--- src/rtl/lpm_ctrl.sv ---
module lpm_ctrl #(
  parameter int NPORTS     = 4,
  parameter int SETTLE_CYC = 16
) (
  input  logic              clk,
  input  logic              rst_n,
  input  logic              reg_we,
  input  logic [7:0]        reg_wdata,
  output logic [7:0]        reg_rdata,
  input  logic              wdt_en,
  input  logic              halt_req,
  input  logic              irq_wake,
  input  logic              nmi,
  output logic              cpu_halt,
  output logic              periph_clk_en,
  output logic              sys_clk_stop,
  output logic [NPORTS-1:0] pin_hiz,
  output logic [NPORTS-1:0] pin_hold,
  output logic [1:0]        state_o
);
  localparam int CW = $clog2(SETTLE_CYC + 1);
  localparam logic [1:0] ST_RUN = 2'b00, ST_SLP = 2'b01, ST_SBY = 2'b10, ST_SET = 2'b11;
  localparam logic [CW-1:0] CNT_LAST = CW'(SETTLE_CYC - 1);

  logic [1:0]    st_q, st_d;
  logic [CW-1:0] cnt_q, cnt_d;
  logic          mode_q, hiz_q;
  logic          parked;
  logic          unused_wdata;

  assign unused_wdata = ^reg_wdata[5:0];

  always_ff @(posedge clk or negedge rst_n) begin
    if (!rst_n) begin
      mode_q <= 1'b0;
      hiz_q  <= 1'b0;
    end else if (reg_we) begin
      mode_q <= wdt_en ? (mode_q & reg_wdata[7]) : reg_wdata[7];
      hiz_q  <= wdt_en ? (hiz_q  & reg_wdata[6]) : reg_wdata[6];
    end
  end

  assign reg_rdata = {mode_q, hiz_q, 6'b01_1111};

  always_comb begin
    st_d  = st_q;
    cnt_d = cnt_q;
    case (st_q)
      ST_RUN: if (halt_req) st_d = mode_q ? ST_SBY : ST_SLP;
      ST_SLP: if (irq_wake || nmi) st_d = ST_RUN;
      ST_SBY: if (nmi) begin
                st_d  = ST_SET;
                cnt_d = '0;
              end
      default: begin
                if (cnt_q == CNT_LAST) st_d = ST_RUN;
                else cnt_d = cnt_q + 1'b1;
              end
    endcase
  end

  always_ff @(posedge clk or negedge rst_n) begin
    if (!rst_n) begin
      st_q  <= ST_RUN;
      cnt_q <= '0;
    end else begin
      st_q  <= st_d;
      cnt_q <= cnt_d;
    end
  end

  assign parked        = st_q[1];
  assign state_o       = st_q;
  assign cpu_halt      = (st_q == ST_SLP) || (st_q == ST_RUN && halt_req && !mode_q);
  assign periph_clk_en = !parked;
  assign sys_clk_stop  = parked;
  assign pin_hiz       = {NPORTS{parked &  hiz_q}};
  assign pin_hold      = {NPORTS{parked & ~hiz_q}};

  assert_ro_bits_R2: assert property (@(posedge clk) disable iff (!rst_n)
    reg_rdata[5:0] == 6'h1F);

  assert_wdt_block_R3: assert property (@(posedge clk) disable iff (!rst_n)
    (reg_we && wdt_en && !reg_rdata[7]) |=> !reg_rdata[7]);

  assert_sleep_outs_R4: assert property (@(posedge clk) disable iff (!rst_n)
    (state_o == ST_SLP) |-> (cpu_halt && periph_clk_en && !sys_clk_stop));

  assert_sleep_exit_R5: assert property (@(posedge clk) disable iff (!rst_n)
    (state_o == ST_SLP && (irq_wake || nmi)) |=> (state_o == ST_RUN));

  assert_stby_outs_R6: assert property (@(posedge clk) disable iff (!rst_n)
    (state_o == ST_SBY) |-> (!cpu_halt && !periph_clk_en && sys_clk_stop));

  assert_pins_excl_R7: assert property (@(posedge clk) disable iff (!rst_n)
    ((pin_hiz & pin_hold) == '0) && (periph_clk_en -> (pin_hiz == '0 && pin_hold == '0)));

  assert_settle_bound_R8: assert property (@(posedge clk) disable iff (!rst_n)
    (state_o == ST_SET) |-> (cnt_q < CW'(SETTLE_CYC)));

  assert_stby_hold_R9: assert property (@(posedge clk) disable iff (!rst_n)
    (state_o == ST_SBY && !nmi) |=> (state_o == ST_SBY));
endmodule

--- config.mk ---
export PLATFORM = sky130hd
export DESIGN_NAME = lpm_ctrl
export DESIGN_NICKNAME = d
export VERILOG_FILES = /design/src/rtl/lpm_ctrl.sv
export SDC_FILE = /design/constraint.sdc
export NUM_CORES = 1
export LEC_CHECK = 0
export BUFFER_PORTS_ARGS = -buffer_cell sky130_fd_sc_hd__buf_2
export CELL_PAD_IN_SITES_DETAIL_PLACEMENT = 1
export CELL_PAD_IN_SITES_GLOBAL_PLACEMENT = 2
export CORE_MARGIN = 2
export CORE_UTILIZATION = 23
export DETAILED_ROUTE_END_ITERATION = 7
export GPL_TIMING_DRIVEN = 0
export HOLD_SLACK_MARGIN = 0.15
export PLACE_DENSITY = 0.81
export SYNTH_ARGS = -nofsm -noshare
export SYNTH_HDL_FRONTEND = slang
export SYNTH_SLANG_ARGS = --single-unit
--- constraint.sdc ---
create_clock -name clk -period 2.6 [get_ports clk]
set_clock_uncertainty 0.2 [all_clocks]
set_input_delay 0.26 -clock clk [delete_from_list [all_inputs] [get_ports clk]]
set_output_delay 0.26 -clock clk [all_outputs]
set_load 0.03 [all_outputs]
After elaboration in Yosys (flattened, before gate mapping)
Index checks and enable logic that the tools add are counted.
{"block": "op_classes", "n_reduce_logical": 11, "addsub": 1, "n_bitwise": 6, "muxes": 11, "n_eq_ne": 7}
{"op": "$mux W2", "n": 5}
{"op": "$mux W5", "n": 2}
{"op": "$pmux W5 S2", "n": 1}
{"op": "$ne A2 B2 Y1 const B", "n": 3}
{"op": "$pmux W2 S3", "n": 1}
{"op": "$add A5 B1 Y5 const B", "n": 1}
{"op": "$eq A5 B4 Y1 const B", "n": 1}
{"op": "$and A1 B1 Y1", "n": 4}
{"op": "$reduce_and A4 Y1", "n": 1}
{"op": "$reduce_bool A4 Y1", "n": 1}
{"op": "$reduce_and A3 Y1", "n": 1}
{"op": "$eq A2 B1 Y1 const B", "n": 1}
{"op": "$eq A2 B2 Y1 const B", "n": 1}
{"op": "$logic_and A1 B1 Y1", "n": 2}
{"op": "$logic_not A1 Y1", "n": 2}
{"op": "$logic_not A2 Y1", "n": 1}
{"op": "$logic_or A1 B1 Y1", "n": 2}
{"op": "$mux W1", "n": 2}
{"op": "$ne A2 B1 Y1 const B", "n": 1}
{"op": "$not A1 Y1", "n": 2}
{"op": "$reduce_or A2 Y1", "n": 1}
{"block": "word_totals", "in_bits": 15, "output_inout_bits": 21, "elab_cells": 40, "register_bits": 9}

Longest topological paths before layout
{"block": "depth", "depth_word": 4, "mapped_depth": 6, "depth_no_buf": 6}

Least setup slack after synthesis
OpenSTA, ideal clock, no wires.
{"block": "synth_path", "path_kind": "register to output", "startpoint": "reg st_q[1] (netlist: state_o[1])", "endpoint": "out pin_hold[1]", "path_stages_with_launch": 5, "path_slack_ns": 0.478, "arrival_ns": 1.662, "n_path_buf": 2, "path_cell_list": "dfrtp_1 > buf_6 > inv_1 > nor2_1 > buf_4"}
{"block": "synth_between", "elab_chain_cells": 1}
{"item": "from (decl)", "line": "25", "text": "logic [1:0] st_q, st_d;"}
{"item": "from (signal assigned)", "line": "67", "text": "st_q <= st_d;"}
{"item": "$and A1 B1 Y1", "line": "78", "text": "assign pin_hold = {NPORTS{parked & ~hiz_q}};"}
{"item": "to (decl)", "line": "18", "text": "output logic [NPORTS-1:0] pin_hold,"}
Every way passes these cells.

Worst setup path in the final report
{"block": "layout_path", "startpoint": "reg cnt_q[0]", "endpoint": "reg cnt_q[2]"}
{"block": "layout_between", "elab_chain_cells": 3, "elab_cells_between_ends": 6, "classes_between": "add/sub (1); eq/ne (2); mux (2); reduce/logical (1)"}
{"item": "from (decl)", "line": "26", "text": "logic [CW-1:0] cnt_q, cnt_d;"}
{"item": "from (signal assigned)", "line": "68", "text": "cnt_q <= cnt_d;"}
{"item": "$add A5 B1 Y5 / $eq A5 B4 Y1 (equally long branches)", "line": "57, 56"}
{"item": "$mux W5 / $ne A2 B1 Y1 (equally long branches)"}
{"item": "$pmux W5 S2 / $reduce_and A3 Y1 (equally long branches)"}
Parallel ways exist; a longest one is shown, timed or not. The select of a mux whose other input is x is not followed.
A chain may end at the register's enable or synchronous reset.

==> metrics.md <==
| Metric | Value |
|---|---|
| Yosys top cell area share | between 30% and 40% |
| Port bufs | 23 |
| Clock period minus final worst setup slack | 2.03 ns |
| Post-route ant nets | 0 |
| Mapped Area | 644 µm² |
| Pwr Total | 1.03 mW |
| Post-DP HPWL | 1160 µm |
| Die X | 56.9 µm |
| CTS tree | built |
| Outcome | finished clean |
| Die Y | between 50 and 60 µm |
| Reg-to-Reg End | cnt_q[2] |
| Initial antenna violation count | 0 |
| Largest net degree at the start of global routing | 11 |
| Max-slew violation count | 0 |
| CTS resizes | 0 |
| GRT Total Usage | 10.1% |
| # IOs | 36 |
| Placement-stage cell area | about 800 µm² |
| Seq/Total Area, Yosys | 35.0% |
| Gr ovfl total | 0 |
| Number of global-route vias before repair | 608 |
| H-tree Lvls | 1 |
| Maxcap violations | 0 |
| Worst Tran Pin Value | between 0.6 and 0.7 ns |
| Vias per Instance | 4.22 |
| DRT iter0 DRCs | 15 |
| Avg Inst Size Synth | between 8 and 9 µm² |
| Worst skew pair latency | between 0.2 and 0.3 ns |
| Critical path's largest stage delay | 0.43 ns |
| Tcrit/Tclk final | 77.9% |
| Crit-path max FO | 8 |
| R2R Setup Slk | 0.57 ns |
| Area grow syn2layout | 41.2% |
| Wire per inst | 10.8 µm |
| First-pass GRT wire length | 2570 µm |
| Synth top area cells | dfrtp_1 35%, buf_4 17%, a22o_1 8.2% |
| Mapped Cells | 74 |
| Post-route cell area | a little over 900 µm² |
| Total Wirelength | 1540 µm |
| Row cnt | 19 |
| Reg-to-Reg Start | cnt_q[0] |
| Setup violators final | 0 |
| Hold Path Class | in2async |
| Root buffer cell | clkbuf_4 |
| R2R depth | 6 |
| Die area | 3240 µm² |
| Hold Vio Cnt, Final | 0 |
| Total negative setup slack | 0 ns |
| CTS Buf Count | 3 |
| Worst path top cell family by delay | adder cells |
| Clock Tree Buf Depth | 2 |
| Ys Warns | 0 |
| Diode count | 0 |
| Synth area leader | dfrtp_1 |
| WP data required | 2.54 ns |
| Initial Util | 23.8% |
| CP startpoint kind | flip-flop |
| PD cells | approximately 1100 nW/µm² |
| Worst slew margin | 59.1% |
| DRC | 0 |
| Total Nets Final | 130 |
| P_leak | 0.487 nW |
| TritonCTS Sinks | 9 |
| RSZ-0062 raised after global routing | false |
| Via count | 604 |
| Clock-pin slew on the worst setup and hold paths | 0.06 ns |
| Cells along the critical path | ha_1, and3_1, ha_1, nand2b_4, a22o_1, a22o_1 |
| Fillcell total | 339 |
| # hold bufs at CTS | 7 |
| Crit path DAT | 1.97 ns |
| Fraction of layout cells with a size suffix above 1 | about two fifths |
| Crit path buf inv count | 0 |
| Final GP Congestion | 0.702 |
| Setup bufs post-CTS | 0 |
| Crit-path slowest cell | dfrtp_1 |
| Synth cell types | 23 |
| Peak VDD IR | 463 µV |
| #FFs+latches synth | 9 |
| Peak Freq | 0.493 GHz |
| Core Region | ~2700 µm² |
| DR pass1 iterations | 4 |
| CP endpoint kind | flip-flop |
| Setup Crit Path Kind | reg2reg |
Yosys cell counts, drive strengths merged:
| library cell | number |
|---|---|
| ha | 2 |
| a22o | 6 |
| a211oi | 1 |
| nand3 | 1 |
| o311ai | 1 |
| conb | 2 |
| buf | 17 |
| dfrtp | 9 |
| and2 | 1 |
| nor2b | 3 |
| inv | 5 |
| nand2 | 7 |
| a21oi | 4 |
| nand2b | 2 |
| nor3b | 1 |
| o21ai | 5 |
| and3 | 1 |
| nand4b | 1 |
| nor2 | 5 |
metrics by stage:
stage	util (%)	instances	setup slack, ns	hold slack, ns
finish	33.6	143	0.574	0.180
global route	33.6	143	0.496	0.183
CTS	33.6	143	0.572	0.179
detailed placement	30.0	132	0.591	-0.0695
global placement	30.0	132	0.589	-0.0746
floorplan	-	78	0.478	-0.236
cells by family (layout without fill, tap and decap cells):
kind of cell	count (synthesis)	count (layout)	synth area share, %
and+or+nand+nor	22	22	19.4
buffers and inverters	22	56	22.9
AOI/OAI and AO/OA	17	17	17.7
DFF	9	9	35.0
adders and majority gates	2	2	3.88
other	2	6	1.17
state kept, by name, summed over array words and instances, names as in the netlist:
signal / flops
cnt_q: 5
state_o: 2
hiz_q: 1
mode_q: 1
layout make-up:
class                      count  area (µm²)  share of cell area, %
multi-input combinational     47         287                   31.5
sequential                     9         225                   24.8
timing repair buffer          30         185                   20.4
buffer                        17         129                   14.2
tap                           31        38.8                   4.26
clock buffer                   4        26.3                   2.89
inverter                       5        18.8                   2.06
worst reg2reg max path, stage by stage, from the launching register on:
cell      delay, ns
dfrtp_1        0.43
ha_1           0.27
and3_1         0.16
ha_1           0.29
nand2b_4       0.18
a22o_1         0.22
a22o_1         0.17
cell usage in the layout (no fill, tap or decap), types with 2 or more instances in the layout:
cell type and n:
buf_2 24, buf_4 15, dfrtp_1 9, nand2_1 7, dlygate4sd3_1 7, a22o_1 6
conb_1 6, inv_1 5, nor2_1 5, o21ai_0 5, a21oi_1 4, clkbuf_4 3
nor2b_1 2, ha_1 2
worst max path at each step:
stage	startpoint	end	slack, ns	depth (start not counted)
5_1_grt	cnt_q[0]	cnt_q[3]	0.50	5
3_5_place_dp	cnt_q[0]	cnt_q[2]	0.59	6
2_1_floorplan	state_o[1]	pin_hold[1]	0.48	4
3_3_place_gp	cnt_q[0]	cnt_q[2]	0.59	6
4_1_cts	cnt_q[0]	cnt_q[2]	0.57	6
6_report	cnt_q[0]	cnt_q[2]	0.57	6
metal layers:
layer	track usage (%)	up-vias	share of wire, %
li1	-	303	-
met1	10.4	276	39
met2	19.9	25	54
met3	2.49	0	7.3
met4	2.99	0	0
met5	0	-	0
report_power, final:
part           internal, mW  leakage (nW)  total (mW)  switching (mW)
combinational         0.279         0.365       0.663           0.384
sequential            0.196         0.107       0.256          0.0594
clock                0.0591        0.0150       0.108          0.0489
total                 0.534         0.487        1.03           0.493
No activity file was read; power rests on OpenSTA's default activity.
